File: src/rtl/dti_pkg.sv
package dti_pkg;

  localparam int MASK_LO_OFS = 'h04;
  localparam int PEND_LO_OFS = 'h08;
  localparam int MASK_HI_OFS = 'h50;
  localparam int PEND_HI_OFS = 'h54;

  typedef enum logic [2:0] {
    RD_ZERO,
    RD_MASK_LO,
    RD_MASK_HI,
    RD_PEND_LO,
    RD_PEND_HI
  } rdSel_e;

  typedef struct packed {
    logic   wrMaskLo;
    logic   wrMaskHi;
    logic   rdEn;
    rdSel_e rdSel;
  } ctrlStrobes_t;

endpackage

File: src/rtl/dti_ctrl.sv
module dti_ctrl
  import dti_pkg::*;
#(
  parameter int ADDR_W = 8
) (
  input  logic              busValid,
  input  logic              busWrite,
  input  logic [ADDR_W-1:0] busAddr,
  output ctrlStrobes_t      strobes
);

  logic hitMaskLo, hitMaskHi, hitPendLo, hitPendHi;

  assign hitMaskLo = (busAddr == ADDR_W'(MASK_LO_OFS));
  assign hitMaskHi = (busAddr == ADDR_W'(MASK_HI_OFS));
  assign hitPendLo = (busAddr == ADDR_W'(PEND_LO_OFS));
  assign hitPendHi = (busAddr == ADDR_W'(PEND_HI_OFS));

  always_comb begin
    strobes          = '0;
    strobes.rdSel    = RD_ZERO;
    strobes.wrMaskLo = busValid & busWrite & hitMaskLo;
    strobes.wrMaskHi = busValid & busWrite & hitMaskHi;
    strobes.rdEn     = busValid & ~busWrite;
    if (hitMaskLo)      strobes.rdSel = RD_MASK_LO;
    else if (hitMaskHi) strobes.rdSel = RD_MASK_HI;
    else if (hitPendLo) strobes.rdSel = RD_PEND_LO;
    else if (hitPendHi) strobes.rdSel = RD_PEND_HI;
  end

endmodule

File: src/rtl/dti_router.sv
module dti_router #(
  parameter int                        NUM_SRC     = 40,
  parameter int                        IDX_W       = 8,
  parameter int                        NUM_PAIRS   = 2,
  parameter logic [NUM_PAIRS*IDX_W-1:0] PAIR_TARGET = {8'd38, 8'd30},
  parameter logic [NUM_PAIRS*IDX_W-1:0] PAIR_SHADOW = {8'd33, 8'd29},
  parameter logic [NUM_SRC-1:0]        THREAD_SEL  = 40'h80_0000_FF00
) (
  input  logic [NUM_SRC-1:0] irqIn,
  input  logic [NUM_SRC-1:0] maskBits,
  output logic [NUM_SRC-1:0] pendBits,
  output logic [NUM_SRC-1:0] thread0Bits,
  output logic [NUM_SRC-1:0] thread1Bits
);

  function automatic int shadowFor(input int src);
    for (int p = 0; p < NUM_PAIRS; p++) begin
      if (int'(PAIR_TARGET[p*IDX_W +: IDX_W]) == src)
        return int'(PAIR_SHADOW[p*IDX_W +: IDX_W]);
    end
    return -1;
  endfunction

  function automatic bit isShadowNum(input int src);
    for (int p = 0; p < NUM_PAIRS; p++) begin
      if (int'(PAIR_SHADOW[p*IDX_W +: IDX_W]) == src) return 1'b1;
    end
    return 1'b0;
  endfunction

  for (genvar i = 0; i < NUM_SRC; i++) begin : g_src
    localparam int SHD = shadowFor(i);
    if (isShadowNum(i)) begin : g_shadow
      logic unusedShadowIn;
      assign unusedShadowIn = irqIn[i] & maskBits[i];
      assign pendBits[i]    = 1'b0;
      assign thread0Bits[i] = 1'b0;
      assign thread1Bits[i] = 1'b0;
    end else if (SHD >= 0) begin : g_paired
      logic viewT0, viewT1;
      assign viewT0         = irqIn[i] & maskBits[i];
      assign viewT1         = irqIn[i] & maskBits[SHD];
      assign thread0Bits[i] = viewT0;
      assign thread1Bits[i] = viewT1;
      assign pendBits[i]    = viewT0 | viewT1;
    end else begin : g_single
      logic live;
      assign live           = irqIn[i] & maskBits[i];
      assign pendBits[i]    = live;
      assign thread0Bits[i] = THREAD_SEL[i] ? 1'b0 : live;
      assign thread1Bits[i] = THREAD_SEL[i] ? live : 1'b0;
    end
  end

endmodule

File: src/rtl/dti_datapath.sv
module dti_datapath
  import dti_pkg::*;
#(
  parameter int                        NUM_SRC     = 40,
  parameter int                        WORD_W      = 32,
  parameter int                        IDX_W       = 8,
  parameter int                        NUM_PAIRS   = 2,
  parameter logic [NUM_PAIRS*IDX_W-1:0] PAIR_TARGET = {8'd38, 8'd30},
  parameter logic [NUM_PAIRS*IDX_W-1:0] PAIR_SHADOW = {8'd33, 8'd29},
  parameter logic [NUM_SRC-1:0]        THREAD_SEL  = 40'h80_0000_FF00
) (
  input  logic              clk,
  input  logic              rst,
  input  ctrlStrobes_t      strobes,
  input  logic [WORD_W-1:0] busWdata,
  input  logic [NUM_SRC-1:0] irqIn,
  output logic [WORD_W-1:0] busRdata,
  output logic [1:0]        irqOut
);

  localparam int HI_W = NUM_SRC - WORD_W;

  logic [NUM_SRC-1:0] maskBits;
  logic [NUM_SRC-1:0] pendBits, thread0Bits, thread1Bits;
  logic [WORD_W-1:0]  rdNext;

  always_ff @(posedge clk) begin
    if (rst) begin
      maskBits <= '0;
    end else begin
      if (strobes.wrMaskLo) maskBits[WORD_W-1:0]       <= busWdata;
      if (strobes.wrMaskHi) maskBits[NUM_SRC-1:WORD_W] <= busWdata[HI_W-1:0];
    end
  end

  dti_router #(
    .NUM_SRC(NUM_SRC), .IDX_W(IDX_W), .NUM_PAIRS(NUM_PAIRS),
    .PAIR_TARGET(PAIR_TARGET), .PAIR_SHADOW(PAIR_SHADOW), .THREAD_SEL(THREAD_SEL)
  ) u_router (
    .irqIn(irqIn), .maskBits(maskBits), .pendBits(pendBits),
    .thread0Bits(thread0Bits), .thread1Bits(thread1Bits)
  );

  assign irqOut = {|thread1Bits, |thread0Bits};

  always_comb begin
    case (strobes.rdSel)
      RD_MASK_LO: rdNext = maskBits[WORD_W-1:0];
      RD_MASK_HI: rdNext = {{(WORD_W-HI_W){1'b0}}, maskBits[NUM_SRC-1:WORD_W]};
      RD_PEND_LO: rdNext = pendBits[WORD_W-1:0];
      RD_PEND_HI: rdNext = {{(WORD_W-HI_W){1'b0}}, pendBits[NUM_SRC-1:WORD_W]};
      default:    rdNext = '0;
    endcase
  end

  always_ff @(posedge clk) begin
    if (rst)               busRdata <= '0;
    else if (strobes.rdEn) busRdata <= rdNext;
  end

endmodule

File: src/rtl/dual_thread_intc.sv
module dual_thread_intc
  import dti_pkg::*;
#(
  parameter int                        NUM_SRC     = 40,
  parameter int                        WORD_W      = 32,
  parameter int                        ADDR_W      = 8,
  parameter int                        IDX_W       = 8,
  parameter int                        NUM_PAIRS   = 2,
  parameter logic [NUM_PAIRS*IDX_W-1:0] PAIR_TARGET = {8'd38, 8'd30},
  parameter logic [NUM_PAIRS*IDX_W-1:0] PAIR_SHADOW = {8'd33, 8'd29},
  parameter logic [NUM_SRC-1:0]        THREAD_SEL  = 40'h80_0000_FF00
) (
  input  logic               clk,
  input  logic               rst,
  input  logic               busValid,
  input  logic               busWrite,
  input  logic [ADDR_W-1:0]  busAddr,
  input  logic [WORD_W-1:0]  busWdata,
  output logic [WORD_W-1:0]  busRdata,
  input  logic [NUM_SRC-1:0] irqIn,
  output logic [1:0]         irqOut
);

  ctrlStrobes_t strobes;

  dti_ctrl #(.ADDR_W(ADDR_W)) u_ctrl (
    .busValid(busValid), .busWrite(busWrite), .busAddr(busAddr), .strobes(strobes)
  );

  dti_datapath #(
    .NUM_SRC(NUM_SRC), .WORD_W(WORD_W), .IDX_W(IDX_W), .NUM_PAIRS(NUM_PAIRS),
    .PAIR_TARGET(PAIR_TARGET), .PAIR_SHADOW(PAIR_SHADOW), .THREAD_SEL(THREAD_SEL)
  ) u_dp (
    .clk(clk), .rst(rst), .strobes(strobes), .busWdata(busWdata),
    .irqIn(irqIn), .busRdata(busRdata), .irqOut(irqOut)
  );

endmodule

File: config.mk
export PLATFORM = sky130hd
export DESIGN_NAME = dual_thread_intc
export DESIGN_NICKNAME = d
export VERILOG_FILES = /design/src/rtl/dti_pkg.sv /design/src/rtl/dti_ctrl.sv /design/src/rtl/dti_router.sv /design/src/rtl/dti_datapath.sv /design/src/rtl/dual_thread_intc.sv
export SDC_FILE = /design/constraint.sdc
export NUM_CORES = 1
export LEC_CHECK = 0
export ABC_AREA = 1
export BUFFER_PORTS_ARGS = -buffer_cell sky130_fd_sc_hd__buf_2
export CAP_MARGIN = 25
export CORE_UTILIZATION = 55
export DETAILED_ROUTE_END_ITERATION = 6
export PLACE_DENSITY = 0.86
export REMOVE_ABC_BUFFERS = 1
export SLEW_MARGIN = 40
export SYNTH_ARGS = -nofsm -noshare
export SYNTH_HDL_FRONTEND = slang
export SYNTH_HIERARCHICAL = 1
export SYNTH_SLANG_ARGS = --single-unit
File: constraint.sdc
create_clock -name clk -period 1.93 [get_ports clk]
set_clock_uncertainty 0.05 [all_clocks]
set_input_delay 0.193 -clock clk [delete_from_list [all_inputs] [get_ports clk]]
set_output_delay 0.193 -clock clk [all_outputs]
set_load 0.01 [all_outputs]
# [Yosys cells after proc, flatten, opt, wreduce, memory -nomap -nowiden]
# Cells that the tools add are included.
[word_totals] elab_cells=65 output_inout_bits=34 regBits=72
[classes] n_mux=5 n_reduce_logical=2 eq_ne=8 n_bitwise=47
[ops] op="$pmux W32 S4" count=1
[ops] op="$and A1 B1 Y1" count=44
[ops] op="$reduce_or A29 Y1" count=1
[ops] op="$eq A8 B7 Y1 const B" count=2
[ops] op="$mux W3" count=4
[ops] op="$reduce_or A11 Y1" count=1
[ops] op="$eq A8 B3 Y1 const B" count=1
[ops] op="$eq A8 B4 Y1 const B" count=1
[ops] op="$eq A3 B2 Y1 const B" count=2
[ops] op="$eq A3 B1 Y1 const B" count=1
[ops] op="$eq A3 B3 Y1 const B" count=1
[ops] op="$or A1 B1 Y1" count=2
[ops] op="$not A1 Y1" count=1

# [Logic depth before layout (Yosys ltp)]
[logic_depth] word_depth=7 ltp_mapped=12 ltp_nobuf=10

# [By module]
# Netlist, hierarchy kept.
[modules_own_cells] module="dti_datapath" instances=1 seq_area_each_um2=1441.4 area_per_inst_um2=3542.1 cells_per_inst=481
[modules_own_cells] module="dti_router" instances=1 seq_area_each_um2=0.0 area_per_inst_um2=1197.4 cells_per_inst=201
[modules_own_cells] module="dti_ctrl" instances=1 seq_area_each_um2=0.0 area_per_inst_um2=136.4 cells_per_inst=31

# [Least setup slack after synthesis]
# Ideal clock, no wire load.
[synth_timing] path_kind="input to register" start="input busAddr[5]" end="register u_dp.busRdata[11]" path_buffers=2 stages=12 setup_time_ns=0.132 arrival_ns=1.230 setup_slack_ns=0.518 path_cell_list="inv_1 > nand2_2 > nor2_2 > nand2_1 > nand2_1 > buf_4 > clkinv_2 > nand3_4 > buf_6 > o22ai_2 > nand2_1 > a21oi_1"
[synth_lines] element="from (decl)" line_no="dual_thread_intc.sv:17" source="input logic [ADDR_W-1:0] busAddr,"
[synth_lines] element="to (signal assigned)" line_no="dti_datapath.sv:58" source="else if (strobes.rdEn) busRdata <= rdNext;"
[synth_lines] element="to (decl)" line_no="dti_datapath.sv:17" source="output logic [WORD_W-1:0] busRdata,"

# [Final worst setup path]
[layout_timing] start="register u_dp.maskBits[5]" end="output irqOut[0]"
[layout_between] elab_chain_len=2
[layout_rtl] element="from (decl)" line_no="dti_datapath.sv:23" source="logic [NUM_SRC-1:0] maskBits;"
[layout_rtl] element="from (signal, indexed assignment)" line_no="dti_datapath.sv:31" source="if (strobes.wrMaskLo) maskBits[WORD_W-1:0] <= busWdata;"
[layout_rtl] element="from (signal, indexed assignment)" line_no="dti_datapath.sv:32" source="if (strobes.wrMaskHi) maskBits[NUM_SRC-1:WORD_W] <= busWdata[HI_W-1:0];"
[layout_rtl] element="$and A1 B1 Y1" line_no="dti_router.sv:48" source="assign live = irqIn[i] & maskBits[i];"
[layout_rtl] element="via u_dp.pendBits[5]" line_no="dti_datapath.sv:24" source="logic [NUM_SRC-1:0] pendBits, thread0Bits, thread1Bits;"
[layout_rtl] element="$reduce_or A29 Y1" line_no="dti_datapath.sv:44" source="assign irqOut = {|thread1Bits, |thread0Bits};"
[layout_rtl] element="to (decl)" line_no="dual_thread_intc.sv:21" source="output logic [1:0] irqOut"
# The timed path passes the listed nets, and every way through them passes these cells.

==> results.ini <==
[run_status]
status = complete, no violations

[drt]
drcViolationCount = 0
ant_nets = 0
firstDrtPassIters = 4
drt_wl_total_mm = 10.7
drt_iter0_drc = 168
vias = 4151
wl_per_cell_um = 12.5
via_per_inst = 4.88

[layout]
drive_above_1_share_pct = 23.9
nets = 826
area_growth_pct = 1.51
fin_area_um2 = 4950
fillers = 844
diodes = 0

[die]
dieArea_um2 = 9250
rows = 33
fp.dieH_um = 96.2
die_x_um = 96.2
ios = 118
initial_core_util_pct = 58.2
core_um2 = 8380

[power_and_ir_drop]
powerDensity_nw_per_um2 = 547
combPwrFrac_pct = 7.3
power.switching_mw = 0.660
p_int_mw = 2.05
p_leak_nw = 2.43
clock_power_share_pct = 37.8
peakVddDrop_uv = 308
pwr-share-seq_pct = 54.8
sw_frac_of_total_pct = 24.4

[synth]
yosysTopAreaCellShare_pct = 29.6
synth_area_um2 = 4880
yosys_warnings = 6
synth_edf_count = 0
synth_flop_cell = dfxtp_1
syn-instance-count = 713
ys_seq_area_share_pct = 29.6
synthDistinctLibCells = 26
syn_avg_cell_area_um2 = 6.84
synthTopCellsByArea = dfxtp_1 30%, buf_4 19%, nand2_1 13%, inv_1 7.6%, o22ai_2 5.1%
synth_largest_area_cell = dfxtp_1
ys_ff_latch = 72
async_reset_ff_share_pct = 0

[sta]
slew_viol_final = 0
rsz0062_at_grt = false
fin_crit_sh_pct = 94.0
period_needed_ns = 1.81
setup_viol = 0
finalHoldViolCount = 0
fmaxAchievable_ghz = 0.551
fin_setup_tns_ns = 0

[worst_hold_path]
hold_class = in2reg
hold_depth = 3

[worst_setup_path]
path_class = reg2out
cp.arrival_ns = 1.57
endpoint_kind = primary output
crit_fanout = 3
worstPathRequired_ns = 1.69
r2r_cells = 6
start_kind = flop

[place]
place_hpwl_mm = 7.69
dpl_cell_area_um2 = 4790
gp_congestion = 0.909
port_buffers = 115

[global_routing]
overflow = 0
track_usage_pct = 24.3
grt_max_degree = 40
grt_pass1_wl_mm = 17.3
antenna_found_initial = 0
grt_pass1_vias = 3940

[clock_network]
cts_hold_buf = 0
cts_tree = built
post_cts_buffers = 0
cts_max_path_buffers = 2
clk_latency_ns = 0.33
htreeDepth = 3
path_clk_slew_ns = 0.07
cts_resized = 0
root_buffer = clkbuf_8
cts.sinks = 72
cts_buffers = 9

[flow_run]
maxCapViolations = 0

metal layers:
layer | GRT usage [%] | wire length (um) | vias to the layer above
met1 | 27.9 | 4600 | 1856
li1 | - | - | 2150
met2 | 43.2 | 5100 | 137
met5 | 0 | 0 | -
met3 | 6.95 | 884 | 8
met4 | 7.59 | 78 | 0
cells in the mapped netlist, types with 2 or more instances:
| cell | number |
|---|---|
| a211oi_1 | 24 |
| a21oi_1 | 48 |
| buf_2 | 11 |
| buf_4 | 122 |
| buf_6 | 5 |
| clkbuf_1 | 14 |
| dfxtp_1 | 72 |
| inv_1 | 99 |
| inv_2 | 2 |
| nand2_1 | 174 |
| nand2_2 | 3 |
| nand3_1 | 8 |
| nand4_1 | 24 |
| nor2_1 | 52 |
| nor2_2 | 4 |
| nor4_1 | 12 |
| o21bai_1 | 8 |
| o22ai_1 | 4 |
| o22ai_2 | 20 |
power by group through the flow:
| stage | clock network, mW | registers, mW | logic (mW) |
|---|---|---|---|
| 2_1_floorplan | 0 | 1.52 | 0.0586 |
| 3_3_place_gp | 0 | 1.52 | 0.192 |
| 3_5_place_dp | 0 | 1.52 | 0.195 |
| 4_1_cts | 1.05 | 1.49 | 0.196 |
| 5_1_grt | 1.11 | 1.49 | 0.221 |
| 6_report | 1.02 | 1.49 | 0.199 |
per-stage QoR:
stage / power (mW) / setup slack (ns) / hold WS, ns / instances / util [%]
6_report: 2.71 / 0.116 / 0.0588 / 850 / 59.1
5_1_grt: 2.81 / 0.0262 / 0.0524 / 850 / 59.1
4_1_cts: 2.73 / 0.112 / 0.0363 / 850 / 59.1
3_5_place_dp: 1.72 / 0.0212 / 0.403 / 836 / 57.1
3_3_place_gp: 1.71 / 0.0844 / 0.399 / 836 / 57.1
2_1_floorplan: 1.58 / -0.270 / 0.212 / 602 / -
logic make-up (layout without fill, tap and decap cells):
logic type,Yosys count,count (layout),share of synthesized area (%)
and+or+nand+nor,281,281,24.7
buffers and inverters,255,246,30.2
AOI/OAI and AO/OA,104,104,15.5
DFF,72,72,29.6
other,1,42,0.0769
flip-flops by register name, summed over array words and instances (netlist names):
signal	cells
u_dp/maskBits	40
u_dp/busRdata	32
cells in the final DEF, fill, tap and decap left out, types with 2 or more instances in the layout:
| master | n |
|---|---|
| nand2_2 | 3 |
| clkbuf_8 | 10 |
| o22ai_1 | 4 |
| o22ai_2 | 20 |
| nand4_1 | 24 |
| clkinv_2 | 4 |
| nand3_1 | 8 |
| inv_2 | 2 |
| a21oi_1 | 48 |
| o21bai_1 | 8 |
| dfxtp_1 | 72 |
| inv_1 | 98 |
| conb_1 | 42 |
| buf_12 | 2 |
| a211oi_1 | 24 |
| buf_4 | 12 |
| nor2_1 | 51 |
| nor2_2 | 5 |
| nand2_1 | 174 |
| nor4_1 | 12 |
| buf_2 | 115 |
worst paths after layout:
path,start,to,slack (ns)
worst max-delay path,u_dp/maskBits[5],irqOut[0],0.12
worst min-delay path,busWdata[2],u_dp/maskBits[2],0.06
worst max register to register,u_dp/maskBits[24],u_dp/busRdata[24],0.90
worst min register to register,u_dp/busRdata[12],u_dp/busRdata[12],0.41
worst max-delay path, cell delays in order (launching register included):
cell and delay, ns:
dfxtp_1 0.33, nand2_1 0.06, inv_1 0.05, nor4_1 0.38
nand2_1 0.12, nor2_1 0.10, nand2_1 0.05, buf_2 0.14
final cells by class:
type                            instances  area, um^2  area share, %
Sequential cell                        72        1440           29.1
Multi-Input combinational cell        427        2120           42.8
Clock inverter                          4        22.5          0.455
Tap cell                              105         131           2.65
Inverter                              103         393           7.94
Clock buffer                           10         138           2.78
Timing Repair Buffer                  129         706           14.3
Note: power is estimated with default switching activity, not from simulation.
